===== config.mk =====
export PLATFORM = sky130hd
export DESIGN_NAME = seqctl_dispatch
export DESIGN_NICKNAME = d
export VERILOG_FILES = /design/src/rtl/seqctl_pkg.sv /design/src/rtl/seqctl_stack.sv /design/src/rtl/seqctl_cond.sv /design/src/rtl/seqctl_dispatch.sv
export SDC_FILE = /design/constraint.sdc
export NUM_CORES = 1
export LEC_CHECK = 0
export BUFFER_PORTS_ARGS = -buffer_cell sky130_fd_sc_hd__buf_2
export CORE_UTILIZATION = 50
export CTS_CLUSTER_SIZE = 8
export DETAILED_ROUTE_END_ITERATION = 10
export PLACE_DENSITY = 0.66
export SLEW_MARGIN = 20
export SYNTH_ARGS = -nofsm -noshare
export SYNTH_HDL_FRONTEND = slang
export SYNTH_HIERARCHICAL = 1
export SYNTH_SLANG_ARGS = --single-unit

===== constraint.sdc =====
create_clock -name clk -period 5.35 [get_ports clk]
set_clock_uncertainty 0.15 [all_clocks]
set_input_delay 0.8025 -clock clk [delete_from_list [all_inputs] [get_ports clk]]
set_output_delay 0.8025 -clock clk [all_outputs]
set_load 0.02 [all_outputs]

===== src/rtl/seqctl_pkg.sv =====
package seqctl_pkg;

  localparam int INSTR_W = 64;
  localparam int RPT_W   = 16;
  localparam int CMP_W   = 8;

  localparam logic [3:0] OP_WAVE  = 4'h0;
  localparam logic [3:0] OP_MARK  = 4'h1;
  localparam logic [3:0] OP_WAIT  = 4'h2;
  localparam logic [3:0] OP_LDRPT = 4'h3;
  localparam logic [3:0] OP_RPT   = 4'h4;
  localparam logic [3:0] OP_CMP   = 4'h5;
  localparam logic [3:0] OP_GOTO  = 4'h6;
  localparam logic [3:0] OP_CALL  = 4'h7;
  localparam logic [3:0] OP_RET   = 4'h8;
  localparam logic [3:0] OP_SYNC  = 4'h9;
  localparam logic [3:0] OP_LDCMP = 4'hB;

  typedef enum logic [2:0] {
    S_FETCH, S_LATCH, S_EXEC, S_EMIT, S_MSG, S_SYNC, S_HALT
  } disp_state_e;

  // Compare the condition register against a mask with a 2-bit operator.
  function automatic logic cmp_eval(input logic [1:0] code,
                                    input logic [CMP_W-1:0] val,
                                    input logic [CMP_W-1:0] mask);
    case (code)
      2'd0:    return val == mask;
      2'd1:    return val != mask;
      2'd2:    return val > mask;
      default: return val < mask;
    endcase
  endfunction

  // Loop counter step: zero saturates, anything else counts down.
  function automatic logic [RPT_W-1:0] rpt_dec(input logic [RPT_W-1:0] c);
    return (c == '0) ? '0 : c - 1'b1;
  endfunction

  function automatic logic is_engine_op(input logic [3:0] op);
    return (op == OP_WAVE) || (op == OP_MARK) || (op == OP_WAIT) || (op == OP_SYNC);
  endfunction

endpackage


===== src/rtl/seqctl_stack.sv =====
module seqctl_stack #(
  parameter int W     = 22,
  parameter int DEPTH = 8
) (
  input  logic         clk,
  input  logic         rst_n,
  input  logic         push,
  input  logic         pop,
  input  logic [W-1:0] din,
  output logic [W-1:0] dout,
  output logic         full,
  output logic         empty
);
  localparam int CW = $clog2(DEPTH + 1);
  localparam int IW = (DEPTH > 1) ? $clog2(DEPTH) : 1;

  logic [W-1:0]  mem [DEPTH];
  logic [CW-1:0] cnt;
  logic [IW-1:0] wr_idx, rd_idx;

  assign wr_idx = IW'(cnt);
  assign rd_idx = IW'(cnt - 1'b1);
  assign full   = (cnt == CW'(DEPTH));
  assign empty  = (cnt == '0);
  assign dout   = mem[rd_idx];

  always_ff @(posedge clk) begin
    if (!rst_n)                 cnt <= '0;
    else if (push && !full)     cnt <= cnt + 1'b1;
    else if (pop && !empty)     cnt <= cnt - 1'b1;
  end

  always_ff @(posedge clk) begin
    if (push && !full) mem[wr_idx] <= din;
  end
endmodule


===== src/rtl/seqctl_cond.sv =====
module seqctl_cond
  import seqctl_pkg::*;
(
  input  logic             clk,
  input  logic             rst_n,
  input  logic             msg_load,
  input  logic [CMP_W-1:0] msg_val,
  input  logic             cmp_en,
  input  logic [1:0]       cmp_code,
  input  logic [CMP_W-1:0] cmp_mask,
  input  logic             consume,
  output logic             take_ok
);
  logic [CMP_W-1:0] creg;
  logic             flag, armed;

  assign take_ok = !armed || flag;

  always_ff @(posedge clk) begin
    if (!rst_n) begin
      creg  <= '0;
      flag  <= 1'b0;
      armed <= 1'b0;
    end else begin
      if (msg_load) creg <= msg_val;
      if (cmp_en) begin
        flag  <= cmp_eval(cmp_code, creg, cmp_mask);
        armed <= 1'b1;
      end else if (consume) begin
        armed <= 1'b0;
      end
    end
  end
endmodule


===== src/rtl/seqctl_dispatch.sv =====
module seqctl_dispatch
  import seqctl_pkg::*;
#(
  parameter int AW    = 12,
  parameter int DEPTH = 8
) (
  input  logic               clk,
  input  logic               rst_n,
  output logic               imem_rd,
  output logic [AW-1:0]      imem_addr,
  input  logic [INSTR_W-1:0] imem_rdata,
  output logic               eng_valid,
  input  logic               eng_ready,
  output logic [1:0]         eng_sel,
  output logic [INSTR_W-1:0] eng_instr,
  input  logic               msg_valid,
  output logic               msg_ready,
  input  logic [CMP_W-1:0]   msg_data,
  input  logic               engines_idle,
  output logic               err
);
  localparam int FW = AW + RPT_W;

  disp_state_e        state;
  logic [INSTR_W-1:0] ir;
  logic [AW-1:0]      ip, ip_inc, tgt;
  logic [RPT_W-1:0]   rpt, rpt_nx;
  logic [3:0]         op;
  logic [FW-1:0]      stk_dout;
  logic               stk_full, stk_empty, take_ok;

  // named internal events, used by the bound checker
  logic in_exec, is_branch, ev_consume, ev_cmp, ev_push, ev_pop, ev_fault;
  logic ev_msg, sync_wait;

  assign op     = ir[63:60];
  assign tgt    = ir[AW-1:0];
  assign ip_inc = ip + 1'b1;
  assign rpt_nx = rpt_dec(rpt);

  assign in_exec    = (state == S_EXEC);
  assign is_branch  = (op == OP_GOTO) || (op == OP_CALL) || (op == OP_RET);
  assign ev_consume = in_exec && is_branch;
  assign ev_cmp     = in_exec && (op == OP_CMP);
  assign ev_push    = in_exec && (op == OP_CALL) && take_ok && !stk_full;
  assign ev_pop     = in_exec && (op == OP_RET) && take_ok && !stk_empty;
  assign ev_fault   = in_exec && take_ok &&
                      (((op == OP_CALL) && stk_full) || ((op == OP_RET) && stk_empty));
  assign ev_msg     = (state == S_MSG) && msg_valid;
  assign sync_wait  = (state == S_SYNC);

  seqctl_cond cond_i (
    .clk      (clk),
    .rst_n    (rst_n),
    .msg_load (ev_msg),
    .msg_val  (msg_data),
    .cmp_en   (ev_cmp),
    .cmp_code (ir[9:8]),
    .cmp_mask (ir[7:0]),
    .consume  (ev_consume),
    .take_ok  (take_ok)
  );

  seqctl_stack #(.W(FW), .DEPTH(DEPTH)) stack_i (
    .clk   (clk),
    .rst_n (rst_n),
    .push  (ev_push),
    .pop   (ev_pop),
    .din   ({ip_inc, rpt}),
    .dout  (stk_dout),
    .full  (stk_full),
    .empty (stk_empty)
  );

  always_ff @(posedge clk) begin
    if (!rst_n) begin
      state <= S_FETCH;
      ip    <= '0;
      rpt   <= '0;
      ir    <= '0;
      err   <= 1'b0;
    end else begin
      case (state)
        S_FETCH: state <= S_LATCH;
        S_LATCH: begin
          ir    <= imem_rdata;
          state <= S_EXEC;
        end
        S_EXEC: begin
          state <= S_FETCH;
          ip    <= ip_inc;
          if (is_engine_op(op)) begin
            state <= S_EMIT;
            ip    <= ip;
          end else if (ev_fault) begin
            err   <= 1'b1;
            state <= S_HALT;
            ip    <= ip;
          end else begin
            case (op)
              OP_LDRPT: rpt <= ir[RPT_W-1:0];
              OP_RPT: begin
                rpt <= rpt_nx;
                if (rpt_nx != '0) ip <= tgt;
              end
              OP_GOTO, OP_CALL: if (take_ok) ip <= tgt;
              OP_RET: if (ev_pop) {ip, rpt} <= stk_dout;
              OP_LDCMP: begin
                state <= S_MSG;
                ip    <= ip;
              end
              default: ;
            endcase
          end
        end
        S_EMIT: begin
          if (eng_ready) begin
            if (op == OP_SYNC) begin
              state <= S_SYNC;
            end else begin
              ip    <= ip_inc;
              state <= S_FETCH;
            end
          end
        end
        S_SYNC: begin
          if (engines_idle) begin
            ip    <= ip_inc;
            state <= S_FETCH;
          end
        end
        S_MSG: begin
          if (msg_valid) begin
            ip    <= ip_inc;
            state <= S_FETCH;
          end
        end
        default: ;
      endcase
    end
  end

  assign imem_rd   = (state == S_FETCH);
  assign imem_addr = ip;
  assign eng_valid = (state == S_EMIT);
  assign eng_instr = ir;
  assign eng_sel   = ir[59:58];
  assign msg_ready = (state == S_MSG);

endmodule


# Word level (Yosys, flattened, before mapping)
# Memories as Yosys holds them, arrays and structs flattened.
# Cells that the tools add are included.
totals:
  ff_bits: 110
  out_inout_bits: 82
  in_bits: 77
  elab_cells: 116
  ramBits: 224
  n_memories: 1
memory_table:
  columns: ["memory", "words", "word_bits", "rd", "rd_ports_with_merged_regs", "wr", "line_no", "source"]
  rows:
  - ["stack_i.mem", 8, 28, 1, 0, 1, "seqctl_stack.sv:17", "logic [W-1:0] mem [DEPTH];"]
classes:
  n_reduce_logical: 41
  order_cmp: 2
  n_eq_ne: 28
  addsub: 4
  bitwise_logic: 2
  muxes: 29
ops:
  columns: ["op", "count"]
  rows:
  - ["12-bit two-way mux", 9]
  - ["12-bit one-hot mux with 4 select lines", 2]
  - ["16-bit one-hot mux with 3 select lines", 1]
  - ["16-bit two-way mux", 2]
  - ["3-bit two-way mux", 7]
  - ["3-bit one-hot mux with 6 select lines", 1]
  - ["4-bit by 3-bit equality test with 1-bit output (second input constant)", 4]
  - ["4-bit equality test (second input constant)", 4]
  - ["16-bit logical NOT", 1]
  - ["16-bit nonzero test", 1]
  - ["16-bit by 1-bit subtractor with 16-bit output (second input constant)", 1]
  - ["1-bit logical AND", 15]
  - ["12-bit by 1-bit adder with 12-bit output (second input constant)", 1]
  - ["2-bit != test (second input constant)", 6]
  - ["4-bit by 2-bit equality test with 1-bit output (second input constant)", 2]
  - ["8-bit equality test", 1]
  - ["8-bit greater-than comparator", 1]
  - ["4-bit logical NOT", 2]
  - ["8-bit < comparator", 1]
  - ["4-bit two-way mux", 2]
  - ["8-bit != test", 1]
  - ["8-bit AND reduction", 1]
  - ["1-bit logical OR", 7]
  - ["3-bit by 2-bit equality test with 1-bit output (second input constant)", 2]
  - ["other kinds (22)", 31]

# Longest topological paths before layout
# Gate-level depths: netlist of run 1.
logic_depth:
  word_depth: 9
  mapped_depth: 15
  ltp_nobuf: 12

# Cells and area by module
# The synthesis of run 1 kept the hierarchy.
modules_own_cells:
  columns: ["module", "instances", "seq_area_each_um2", "cells_each", "area_each_um2"]
  rows:
  - ["seqctl_stack", 1, 6806.5, 383, 8819.7]
  - ["seqctl_dispatch", 1, 1921.8, 683, 5134.9]
  - ["seqctl_cond", 1, 200.2, 70, 619.3]

# Worst setup path after synthesis of run 1
# OpenSTA, ideal clock, no wires.
synth_timing:
  kind: "reg-to-reg"
  start: "reg stack_i.cnt[0]"
  end: "mem stack_i/mem[0][0] in the netlist's numbering, enable pin"
  setup_ps: 448
  n_path_buf: 3
  arrival_time_ps: 4028
  slack_ps: 724
  stages_incl_launch_ff: 11
  t_required_ps: 4752
  period_less_slack_ps: 4626
  path_cell_list: "dfxtp_1 buf_4 buf_6 inv_1 ha_1 nand2b_1 nor2_1 nor3_1 clkbuf_1 nand3b_1 nor3_1"
synth_via:
  elab_chain_len: 6
synth_rtl:
  columns: ["item", "line_no", "source"]
  rows:
  - ["from (decl)", "seqctl_stack.sv:18", "logic [CW-1:0] cnt;"]
  - ["from (signal assigned)", "seqctl_stack.sv:29", "else if (push && !full) cnt <= cnt + 1'b1;"]
  - ["from (signal assigned)", "seqctl_stack.sv:30", "else if (pop && !empty) cnt <= cnt - 1'b1;"]
  - ["4-bit equality test", "seqctl_stack.sv:23", "assign full = (cnt == CW'(DEPTH));"]
  - ["net stk_full", "seqctl_dispatch.sv:30", "logic stk_full, stk_empty, take_ok;"]
  - ["1-bit logical NOT", "seqctl_dispatch.sv:45", "assign ev_push = in_exec && (op == OP_CALL) && take_ok && !stk_full;"]
  - ["1-bit logical AND", "seqctl_dispatch.sv:45", null]
  - ["net ev_push", "seqctl_dispatch.sv:33", "logic in_exec, is_branch, ev_consume, ev_cmp, ev_push, ev_pop, ev_fault;"]
  - ["1-bit logical AND", "seqctl_stack.sv:34", "if (push && !full) mem[wr_idx] <= din;"]
  - ["1-bit two-way mux", "seqctl_stack.sv:34", null]
  - ["1-bit two-way mux (implied by the code)", "seqctl_stack.sv:34", null]
  - ["to (decl)", "seqctl_stack.sv:17", null]
# The timed path passes the listed nets, and every way through them passes these cells.

# Worst setup path after layout of run 1
layout_timing:
  start: "reg stack_i.cnt[0]"
  end: "reg rpt[7]"
layout_via:
  elab_chain_len: 6
  elab_cells_between_ends: 15
  classes_between: "1 x add/sub; 2 x eq/ne; 2 x mux; 1 x bitwise; 8 x reduce/logical; 1 x memory"
layout_rtl:
  columns: ["item", "line_no", "source"]
  rows:
  - ["4-bit logical NOT *", "seqctl_stack.sv:24", "assign empty = (cnt == '0);"]
  - ["net stk_empty", "seqctl_dispatch.sv:30", null]
  - ["branches (longest 4 deep; another with 2-bit by 1-bit != test with 1-bit output)", null, null]
  - ["5-bit AND reduction (no line) *", null, null]
  - ["to (signal assigned)", "seqctl_dispatch.sv:101", "OP_LDRPT: rpt <= ir[RPT_W-1:0];"]
  - ["to (signal assigned)", "seqctl_dispatch.sv:103", "rpt <= rpt_nx;"]
  - ["to (signal assigned)", "seqctl_dispatch.sv:107", "OP_RET: if (ev_pop) {ip, rpt} <= stk_dout;"]
  - ["to (decl)", "seqctl_dispatch.sv:27", "logic [RPT_W-1:0] rpt, rpt_nx;"]
# Mark *: on every way through the listed nets, which the timed path passes. The select of a mux whose other input is x is not followed.
# A chain may end at the register's enable or synchronous reset.

==> reports/qor.yml, run 1 <==
core_mm2: 0.02870
drc: 0
yosysMostFrequentCell: "edfxtp_1"
synth_top_area_share_pct: 46.15
topRoutingLayerUsed: "met4"
die_y_um: 172.7
ys_seq_area_share_pct: 61.26
wl_um: 36090
worst_path_max_delay_cell: "nor2_1"
yosys_register_bits: 334
final_cell_area_mm2: 0.01712
numClockSinks: 334
tightest_slew_ns: 0.9775
status: "finished, final reports clean"
grtUsageTotal_pct: 24.52
antenna_found_initial: 0
synth_cells: 1136
synth_area_mm2: 0.01457
dpl.hpwl_um: 22860
cts_hold_buf: 0
drtAntennaViolNets: 0
r2r_slack_ns: 1.88
crit_buf_inv: 1
final_nets: 1378
clk_latency_ns: 0.54
critPathMaxStageDelay_ns: 0.72
cts_buffer_depth: 3
synth_area_per_cell_um2: 12.83
grt_max_degree: 66
cp_common_cell: "nor2_1"
synthArstFlopShare_pct: 0
layout-drive-gt1-share_pct: 26.87
post_cts_resized: 0
num_io_pins: 159
drv_cap: 0
hold_class: "flip-flop to flip-flop"
htreeDepth: 2
yosys_warnings: 6
start_util_pct: 50.78
required_ns: 5.60
cts-buffers-inserted: 47
die_w_um: 172.7
gp_congestion: 0.8546
wl_per_cell_um: 21.12
diodes: 0
crit_type: "flip-flop to flip-flop"
synth.distinct_cells: 85
clkSlewWorstSetupHoldPaths_ns: 0.05
crit_chain: "inv_1 -> ha_2 -> nand2b_1 -> nor2_1 -> nor3_4 -> o21ai_1 -> o31a_1 -> nor2_1 -> o21ai_0 -> a21oi_1 -> nor2_1"
syn_to_final_growth_pct: 17.50
drv_slew: 0
yosysTopAreaCell: "edfxtp_1"
setup.worst_path.end_class: "flip-flop"
synth_edf_count: 224
synthTopCellsByCount: "edfxtp_1, nand2_1, dfxtp_1"
cp-start-kind: "flip-flop"
setup_viol: 0
wl_met1_um: 15520
tns_ns: 0
grt_pass1_wl_um: 56580
cp.arrival_ns: 3.72
min_period_ns: 3.474
num_vias: 10027
grt_pass1_vias: 9916
hold_viol: 0
slew_headroom_pct: 34.83
die_area_mm2: 0.02983
fillerInstances: 2347
vias_per_cell: 5.867
powerDensity_mw_per_mm2: 444.7
max_freq_mhz: 287.8
finalCritPeriodShare_pct: 64.94
ys_top_cells_by_area: "edfxtp_1, dfxtp_1, mux4_2, nand2_1, a21oi_1"
met2_wirelength_um: 16080
first_pass_iters: 6
crit_fanout: 16
p_leak_uw: 0.006057
cts-root-buf: "clkbuf_16"
cts_tree: "yes"
rsz0062_at_grt: "no"
vdd_ir_drop_max_mv: 0.3420
post_cts_buffers: 0
dr.first_iter.drc_count: 772
place_area_mm2: 0.01576
synth_flop_cell: "edfxtp_1"
synth_nets: 1225
cp_top_family: "simple AND/OR/NAND/NOR gates"
grt_overflow: 0
rows: 62
wl_met3_um: 3337
port_buffers: 158
-- final timing paths --
kind | endpoint | start | cells after the start
hold / removal | eng_instr[45] | eng_instr[45] | 2
hold reg to reg | eng_instr[45] | eng_instr[45] | 2
setup / recovery | rpt[7] | stack_i/cnt[0] | 11
setup reg to reg | rpt[7] | stack_i/cnt[0] | 11
-- sequential cells by signal, indices dropped and copies added (netlist names) --
name,count
stack_i/mem,224
err,1
imem_addr,12
rpt,16
cond_i/armed,1
state,3
eng_instr,64
cond_i/creg,8
stack_i/cnt,4
cond_i/flag,1
-- cells in the final DEF (no fill, tap or decap), types with 19 or more instances in the layout --
cell type and n:
o21ai_0 33, a21oi_1 94, dfxtp_1 109, nor2_1 54, buf_2 158, mux4_2 56
edfxtp_1 224, mux2_2 32, clkbuf_1 34, inv_1 21, nand2_1 176, clkbuf_16 48
nand3_1 19
-- area by class of cell --
type	instances	area, um^2	share of cell area [%]
repair buffers	178	965.9	5.641
clock buffers	83	1343	7.840
flip-flops and latches	334	8932	52.16
well taps	384	480.5	2.806
multi-input cells	705	5291	30.90
clock inverters	2	25.02	0.1461
inverters	23	86.33	0.5042
-- routing by layer --
metal / vias up / track usage [%]
li1: 4608 / -
met1: 4889 / 33.80
met2: 449 / 37.40
met3: 81 / 6.179
met4: 0 / 9.698
met5: - / 0
-- stage by stage --
step                      hold WS [ns]  total power, uW  setup WS, ns  cells  util (%)
after floorplan                 0.3326             4374        0.7236   1136         -
after global placement          0.2884             4898         1.862   1624     54.90
after detailed placement        0.2941             4922         1.892   1624     54.90
after CTS                       0.3005             7650         1.879   1709     59.66
after global routing            0.3189             7964         1.489   1709     59.66
final                           0.2996             7615         1.876   1709     59.66
-- cell families (layout without fill, tap and decap cells) --
| logic type | count (synthesis) | count (layout) | synth area share, % |
|---|---|---|---|
| and+or+nand+nor | 356 | 356 | 11.87 |
| DFF | 334 | 334 | 61.26 |
| AOI/OAI and AO/OA | 218 | 218 | 9.650 |
| muxes | 104 | 104 | 12.26 |
| buffers and inverters | 97 | 286 | 2.970 |
| xor gates and xnor gates | 15 | 15 | 0.9530 |
| adders and majority gates | 12 | 12 | 1.030 |
-- tightest hold or removal path, cell delays in order, from the launching register on --
cell and delay (ns):
dfxtp_1 0.30, nand2_1 0.05, a21oi_1 0.05
-- power by group --
group          total [uW]  internal, uW  leakage [uW]  switching [uW]
Clock                2730          1680      0.000650            1050
Sequential           3300          3020       0.00296             282
Combinational        1580           522       0.00245            1060
No activity file was read; power rests on OpenSTA's default activity.
==> inputs of run 2 (changes only) <==
==> constraint.sdc (replaced) <==
create_clock -name clk -period 3.4 [get_ports clk]
set_clock_uncertainty 0.15 [all_clocks]
set_input_delay 0.51 -clock clk [delete_from_list [all_inputs] [get_ports clk]]
set_output_delay 0.51 -clock clk [all_outputs]
set_load 0.02 [all_outputs]
==> run 2 against run 1 <==
Clock power is 58% higher. Design area grew 1.9%. Clock-buffer cell count down 1. Highest routed layer unchanged.
==> reports/qor.yml, run 2 (synthesis results as in run 1) <==
crit_type: "flip-flop to flip-flop"
hold_class: "input port to flip-flop"
grt_max_degree: 68
place_area_mm2: 0.01606
die_area_mm2: 0.02983
die_w_um: 172.7
largest_register: "stack_i/mem"
cp.arrival_ns: 3.34
tightest_slew_ns: 0.9469
final_common_cell: "edfxtp_1"
vias_per_cell: 5.821
internal_power_uw: 8280
combPwrFrac_pct: 21.6
r2r-start: "rpt[1]"
rsz0062_at_grt: "no"
post_cts_buffers: 0
seqPwrFrac_pct: 42.7
p_switching_uw: 3816
dr.first_iter.drc_count: 882
hold_viol: 0
grtUsageTotal_pct: 24.41
grt_pass1_vias: 10007
fillerInstances: 2327
swShare_pct: 31.54
reg2reg_to: "imem_addr[1]"
required_ns: 3.66
numClockSinks: 334
powerDensity_mw_per_mm2: 693.0
htreeDepth: 2
diodes: 0
cts_hold_buf: 0
final_nets: 1410
post_cts_resized: 0
cts-root-buf: "clkbuf_16"
setup_viol: 0
mostFrequentLayoutCells: "edfxtp_1, nand2_1, buf_2"
layout-drive-gt1-share_pct: 28.69
drtAntennaViolNets: 0
tns_ns: 0
vdd_ir_drop_max_mv: 0.5199
clk_latency_ns: 0.55
wl_per_cell_um: 20.99
die_y_um: 172.7
antenna_found_initial: 0
cts-buffers-inserted: 47
largest_register_ffs: 224
port_buffers: 158
finalCritPeriodShare_pct: 90.53
num_vias: 10129
crit_start: "rpt[1]"
wl_um: 36520
grt_overflow: 0
cp-start-kind: "flip-flop"
endpoint: "imem_addr[1]"
clkPwrFrac_pct: 35.7
drv_slew: 0
syn_to_final_growth_pct: 19.75
core_mm2: 0.02870
cts_buffer_depth: 3
dpl.hpwl_um: 23950
min_period_ns: 3.078
p_leak_uw: 0.006228
first_pass_iters: 6
setup.worst_path.end_class: "flip-flop"
cts_tree: "yes"
gp_congestion: 0.8931
drc: 0
clkSlewWorstSetupHoldPaths_ns: 0.05
drv_cap: 0
max_freq_mhz: 324.9
hold_depth: 3
final_cell_area_mm2: 0.01745
rows: 62
r2r_cells: 10
grt_pass1_wl_um: 56360
crit_fanout: 10
start_util_pct: 50.78
num_io_pins: 159
slew_headroom_pct: 36.65
r2r_slack_ns: 0.32
status: "finished, final reports clean"
## run 2: power by group through the flow
stage	combinational (uW)	sequential, uW	clock (uW)
after floorplan	1550	5340	0
after global placement	2560	5220	0
after detailed placement	2590	5220	0
after CTS	2600	5150	4380
after global routing	2850	5200	4540
final	2610	5160	4320
## run 2: worst min path at each step
| stage | start | endpoint |
|---|---|---|
| floorplan | cond_i/creg[0] | cond_i/creg[0] |
| global placement | eng_instr[50] | eng_instr[50] |
| detailed placement | eng_instr[21] | eng_instr[21] |
| CTS | imem_rdata[8] | eng_instr[8] |
| global route | imem_rdata[8] | eng_instr[8] |
| finish | imem_rdata[8] | eng_instr[8] |
## run 2: metrics by stage
step / utilization (%) / cells / worst slack, ns / total power (uW) / hold WS (ns)
after global routing: 60.81 / 1740 / 0.06177 / 12580 / 0.04428
after floorplan: - / 1136 / -0.2474 / 6883 / 0.3326
after CTS: 60.81 / 1740 / 0.3474 / 12130 / 0.03148
after global placement: 55.97 / 1656 / 0.4108 / 7773 / 0.2886
final: 60.81 / 1740 / 0.3219 / 12100 / 0.04657
after detailed placement: 55.97 / 1656 / 0.3601 / 7814 / 0.2939
## run 2: final cells by class
type | count | area, um^2 | area share (%)
Sequential cell | 334 | 8932 | 51.18
Multi-Input combinational cell | 705 | 5309 | 30.42
Clock buffer | 82 | 1339 | 7.671
Timing Repair Buffer | 210 | 1256 | 7.198
Tap cell | 384 | 480.5 | 2.753
Inverter | 23 | 86.33 | 0.4947
Clock inverter | 2 | 50.05 | 0.2868
## run 2: layer usage
metal	wire length (um)	track usage, %	vias up
li1	-	-	4670
met1	15490	33.36	4964
met2	17010	38.64	433
met3	3049	5.695	62
met4	964	8.149	0
met5	0	0	-
## run 2: worst max-delay path: stages (launching register included)
cell	delay, ns
dfxtp_1	0.48
inv_1	0.13
ha_1	0.27
xnor2_1	0.20
nand4_1	0.13
nor4b_1	0.49
nand4_4	0.23
a21oi_4	0.25
mux2_4	0.32
a211oi_2	0.24
nor4_2	0.05
